<file path="src/rtl/edgeirq_pkg.sv">
package edgeirq_pkg;
    typedef enum logic [1:0] {
        SEL_NONE,
        SEL_POL,
        SEL_EN,
        SEL_FLAG
    } reg_sel_e;
endpackage

</file>
<file path="src/rtl/edgeirq_decode.sv">
module edgeirq_decode
    import edgeirq_pkg::*;
#(
    parameter int ADDR_W    = 10,
    parameter int POL_ADDR  = 'h26D,
    parameter int EN_ADDR   = 'h26E,
    parameter int FLAG_ADDR = 'h26F
) (
    input  logic [ADDR_W-1:0] addr,
    output reg_sel_e          sel
);
    localparam logic [ADDR_W-1:0] POL_A  = ADDR_W'(POL_ADDR);
    localparam logic [ADDR_W-1:0] EN_A   = ADDR_W'(EN_ADDR);
    localparam logic [ADDR_W-1:0] FLAG_A = ADDR_W'(FLAG_ADDR);

    always_comb begin
        if (addr == POL_A)       sel = SEL_POL;
        else if (addr == EN_A)   sel = SEL_EN;
        else if (addr == FLAG_A) sel = SEL_FLAG;
        else                     sel = SEL_NONE;
    end
endmodule

</file>
<file path="src/rtl/edgeirq_sync.sv">
module edgeirq_sync #(
    parameter int N_PINS      = 8,
    parameter int SYNC_STAGES = 2
) (
    input  logic              clk,
    input  logic              rst_n,
    input  logic [N_PINS-1:0] pins_in,
    input  logic [N_PINS-1:0] pol,
    output logic [N_PINS-1:0] sync_now,
    output logic [N_PINS-1:0] sync_prev,
    output logic [N_PINS-1:0] edge_hit
);
    for (genvar g = 0; g < N_PINS; g++) begin : g_pin
        logic [SYNC_STAGES-1:0] chain;
        logic                   last;

        always_ff @(posedge clk or negedge rst_n) begin
            if (!rst_n) begin
                chain <= '0;
                last  <= 1'b0;
            end else begin
                chain <= {chain[SYNC_STAGES-2:0], pins_in[g]};
                last  <= chain[SYNC_STAGES-1];
            end
        end

        assign sync_now[g]  = chain[SYNC_STAGES-1];
        assign sync_prev[g] = last;
        // Compare raw synchronized levels; polarity only selects which change counts.
        assign edge_hit[g]  = pol[g] ? (sync_now[g] & ~last)
                                     : (~sync_now[g] & last);
    end
endmodule

</file>
<file path="src/rtl/edgeirq_regs.sv">
module edgeirq_regs
    import edgeirq_pkg::*;
#(
    parameter int N_PINS = 8
) (
    input  logic              clk,
    input  logic              rst_n,
    input  reg_sel_e          sel,
    input  logic              we,
    input  logic [N_PINS-1:0] wdata,
    input  logic [N_PINS-1:0] edge_hit,
    output logic [N_PINS-1:0] rdata,
    output logic [N_PINS-1:0] pol_q,
    output logic [N_PINS-1:0] en_q,
    output logic [N_PINS-1:0] flag_q,
    output logic              irq
);
    logic [N_PINS-1:0] clr_mask;

    assign clr_mask = (we && sel == SEL_FLAG) ? wdata : '0;

    always_ff @(posedge clk or negedge rst_n) begin
        if (!rst_n) begin
            pol_q  <= '0;
            en_q   <= '0;
            flag_q <= '0;
        end else begin
            if (we && sel == SEL_POL) pol_q <= wdata;
            if (we && sel == SEL_EN)  en_q  <= wdata;
            // set has priority over clear
            flag_q <= (flag_q & ~clr_mask) | edge_hit;
        end
    end

    always_comb begin
        unique case (sel)
            SEL_POL:  rdata = pol_q;
            SEL_EN:   rdata = en_q;
            SEL_FLAG: rdata = flag_q;
            default:  rdata = '0;
        endcase
    end

    assign irq = |(flag_q & en_q);
endmodule

</file>
<file path="src/rtl/edgeirq_port.sv">
module edgeirq_port
    import edgeirq_pkg::*;
#(
    parameter int N_PINS      = 8,
    parameter int ADDR_W      = 10,
    parameter int SYNC_STAGES = 2,
    parameter int POL_ADDR    = 'h26D,
    parameter int EN_ADDR     = 'h26E,
    parameter int FLAG_ADDR   = 'h26F
) (
    input  logic              clk,
    input  logic              rst_n,
    input  logic [N_PINS-1:0] pins_in,
    input  logic [ADDR_W-1:0] bus_addr,
    input  logic              bus_we,
    input  logic [N_PINS-1:0] bus_wdata,
    output logic [N_PINS-1:0] bus_rdata,
    output logic              irq_o
);
    reg_sel_e          sel;
    logic [N_PINS-1:0] pol_q;
    logic [N_PINS-1:0] en_q;
    logic [N_PINS-1:0] flag_q;
    logic [N_PINS-1:0] sync_now;
    logic [N_PINS-1:0] sync_prev;
    logic [N_PINS-1:0] edge_hit;

    edgeirq_decode #(
        .ADDR_W(ADDR_W), .POL_ADDR(POL_ADDR),
        .EN_ADDR(EN_ADDR), .FLAG_ADDR(FLAG_ADDR)
    ) u_decode (
        .addr(bus_addr),
        .sel (sel)
    );

    edgeirq_sync #(
        .N_PINS(N_PINS), .SYNC_STAGES(SYNC_STAGES)
    ) u_sync (
        .clk      (clk),
        .rst_n    (rst_n),
        .pins_in  (pins_in),
        .pol      (pol_q),
        .sync_now (sync_now),
        .sync_prev(sync_prev),
        .edge_hit (edge_hit)
    );

    edgeirq_regs #(
        .N_PINS(N_PINS)
    ) u_regs (
        .clk     (clk),
        .rst_n   (rst_n),
        .sel     (sel),
        .we      (bus_we),
        .wdata   (bus_wdata),
        .edge_hit(edge_hit),
        .rdata   (bus_rdata),
        .pol_q   (pol_q),
        .en_q    (en_q),
        .flag_q  (flag_q),
        .irq     (irq_o)
    );
endmodule

</file>
<file path="config.mk">
export PLATFORM = sky130hd
export DESIGN_NAME = edgeirq_port
export DESIGN_NICKNAME = d
export VERILOG_FILES = /design/src/rtl/edgeirq_pkg.sv /design/src/rtl/edgeirq_decode.sv /design/src/rtl/edgeirq_sync.sv /design/src/rtl/edgeirq_regs.sv /design/src/rtl/edgeirq_port.sv
export SDC_FILE = /design/constraint.sdc
export NUM_CORES = 1
export LEC_CHECK = 0
export ABC_AREA = 1
export BUFFER_PORTS_ARGS = -buffer_cell sky130_fd_sc_hd__buf_4
export CORE_MARGIN = 4
export CORE_UTILIZATION = 55
export DETAILED_ROUTE_END_ITERATION = 7
export PLACE_DENSITY = 0.91
export SYNTH_ARGS = -nofsm -noshare
export SYNTH_HDL_FRONTEND = slang
export SYNTH_SLANG_ARGS = --single-unit
</file>
<file path="constraint.sdc">
create_clock -name clk -period 1.4 [get_ports clk]
set_input_delay 0.28 -clock clk [delete_from_list [all_inputs] [get_ports clk]]
set_output_delay 0.28 -clock clk [all_outputs]
set_load 0.1 [all_outputs]
</file>
==> flow_summary.ini <==
[worst_hold_path]
hold_start = pins_in[1]
min_path_type = primary input to flip-flop
whs_path_depth = 1
whs_endpoint = u_sync.g_pin[1].chain[0]$_DFF_PN0_

[pwr]
leakagePower_nw = 1.651
internal_power_mw = 1.965
seqPwrFrac_pct = 54.8
peakVddDrop_mv = 0.9044
p_clk_share_pct = 32.3
pwr_density_cell_nw_per_um2 = 794.2
switching_share_pct = 25.84
power_switching_mw = 0.6848
power_frac_comb_pct = 12.9

[clock_tree]
clock_latency_ps = 300
cts_buffer_depth = 2
clkTransAtPathRegs_ps = 80
cts_made_buffers = 5
tritoncts = yes
clockRootBuffer = clkbuf_8
htreeDepth = 2
cts_num_sinks = 48

[run_status]
violations = setup timing
status = finished with violations

[flow_run]
maxCapViolations = 0

[placed_design]
placed_cells = 348
numPortBuffers = 37
place_congestion = 0.8869
dp_hpwl_mm = 3.708

[global_route]
grt_pass1_wl_mm = 10.43
grt_pass1_vias = 2157
overflow = 0
grt_max_degree = 49
grt_usage_pct = 26.91
antenna_found_initial = 0

[routing]
totalWireLength_mm = 7.964
drtIter0Drc = 223
drc = 0
vias_per_cell = 6.211
first_pass_iters = 5
num_vias = 2323
ant_nets = 0
wl_per_cell_um = 21.29

[timing]
setup_viol = 16
period_needed_ps = 1739
fmax_ghz = 0.5751
finalHoldViolCount = 0
worst_slack_ps = -338.7
slew_violations = 0
fin_crit_sh_pct = 124.2
rsz0062_at_grt = yes
hold_ws_ps = 77.82
clock-skew-final_ps = 2.019
worst_pin_slew_ps = 580.3
relSlewSlack_pct = 61.31

[cells_and_area]
diodes = 0
drive_gt1_share_pct = 44.17
nets = 354
synthToLayoutAreaGrowth_pct = 53.81
final_cells = 374

[synthesis]
syn_avg_cell_area_um2 = 8.965
yosys_warnings = 0
yosysSeqAreaShare_pct = 55.36
synth_cells = 242
synth-seq-cells = 48
mappedNetlistArea_um2 = 2170
synth_fp_nets = 271
synth.distinct_cells = 21

[worst_setup_path]
cp_cell_sequence = buf_6 > nand2_2 > inv_2 > buf_4 > nand3_4 > nor2_4 > nand3_2 > nand3_4 > buf_12
timing_worst_setup_path_type = primary input to output pin
slowest_delay_ps = 280
critPathMaxFanout = 8
crit_required_ps = 1120
critPathArrivalTime_ps = 1460
r2r_start = u_regs.pol_q[7]$_DFFE_PN0P_
cpMostUsedCell = nand3_4
r2r_slack_ps = 410
r2r_end = u_regs.flag_q[7]$_DFF_PN0_
critPathSlowestCell = nor2_4
reg2reg_depth = 6
start_kind = primary input
critPathLaunch = bus_addr[2]
end_kind = output pin

[floorplanning]
die_area_um2 = 5013
die_w_um = 70.81
core_um2 = 3744
die_h_um = 70.81
initial_utilization_pct = 57.95
io_pins = 38
rows = 22
==> worst max-delay path: cells and delay by family <==
family / cells / cell delay, ps
buffers and inverters: 4 / 460
and+or+nand+nor: 5 / 710
==> registers in the layout, summed over array words and instances (netlist names) <==
| signal | flops |
|---|---|
| u_regs.pol_q | 8 |
| u_sync.g_pin.chain | 16 |
| u_sync.g_pin.last | 8 |
| u_regs.flag_q | 8 |
| u_regs.en_q | 8 |
==> kinds of logic (layout without fill, tap and decap cells) <==
group                  after synthesis  count (layout)  share of synthesized area, %
buffers and inverters               38             121                         7.382
AOI/OAI and AO/OA                   16              16                         5.075
and+or+nand+nor                    140             141                         32.18
DFF                                 48              48                         55.36
==> final cells by class <==
cell class	instances	area, um2
fillers	146	406.6
inverters	29	116.4
clock buffers	6	82.58
flip-flops and latches	48	1201
clock inverters	2	15.01
well taps	48	60.06
repair buffers	84	794.5
multi-input cells	157	1067
==> layout by cell type (no fill, tap or decap) <==
cell / count
clkbuf_8: 6
o21ai_0: 8
nand4_1: 26
dfrtp_1: 48
nand2_1: 61
nand3_1: 5
inv_1: 25
nor2_4: 7
inv_8: 1
buf_6: 13
or2_4: 1
buf_12: 9
nand3_2: 8
buf_4: 61
nor2_1: 8
o21ai_2: 8
nor2_8: 1
nand2_2: 7
inv_2: 3
clkinvlp_4: 2
nand2_4: 3
nand3_4: 14
dlygate4sd3_1: 1
==> power groups by stage <==
| stage | Clock [mW] | Sequential, mW | Combinational, mW |
|---|---|---|---|
| 5_1_grt | 0.933 | 1.46 | 0.363 |
| 4_1_cts | 0.868 | 1.45 | 0.299 |
| 6_report | 0.856 | 1.45 | 0.342 |
| 2_1_floorplan | 0 | 1.47 | 0.128 |
| 3_5_place_dp | 0 | 1.48 | 0.268 |
| 3_3_place_gp | 0 | 1.47 | 0.259 |
==> synthesized netlist by cell type, drive strengths merged <==
master | count | area (um2)
buf | 7 | 43.79
nand3 | 27 | 147.6
nand2 | 71 | 286.5
nor2 | 15 | 95.09
inv | 29 | 108.9
dfrtp | 48 | 1201
o21ai | 16 | 110.1
nand4 | 26 | 162.7
clkbuf | 2 | 7.510
or2 | 1 | 6.260
==> what timing repair did <==
action                                  4_1_cts  5_1_grt
cloned                                        1        0
hold buffers                                  1        0
pin swaps                                    18       22
endpoints found under the hold margin        38        0
gates resized for setup                      39       23
buffers inserted                              6       10
endpoints found under the setup margin        9       17
==> through the flow <==
stage          area, um2  setup WS, ps  utilization (%)  TNS (ps)  total power, mW
3_3_place_gp        2836        -350.9            75.77     -3694            1.732
6_report            3337        -338.7            89.14     -2583            2.650
5_1_grt             3337        -390.4            89.14     -3318            2.753
2_1_floorplan       2349        -60.43                -    -294.2            1.599
4_1_cts             3167        -199.6            84.59     -1712            2.615
3_5_place_dp        2836        -365.2            75.77     -4610            1.744
==> metal layers <==
metal | vias to the layer above | track usage, % | share of wire (%)
li1 | 962 | - | -
met3 | 63 | 8.239 | 10
met2 | 210 | 44.80 | 49
met1 | 1088 | 30.87 | 34
met5 | - | 0 | 0
met4 | 0 | 14.82 | 6.3
==> worst max-delay path by stage <==
stage / endpoint / slack [ps]
after floorplan: bus_rdata[5] / -60
after global placement: bus_rdata[2] / -350
after detailed placement: bus_rdata[4] / -370
after CTS: bus_rdata[5] / -200
after global routing: bus_rdata[2] / -390
final: bus_rdata[2] / -340
No activity file was read; power rests on OpenSTA's default activity.
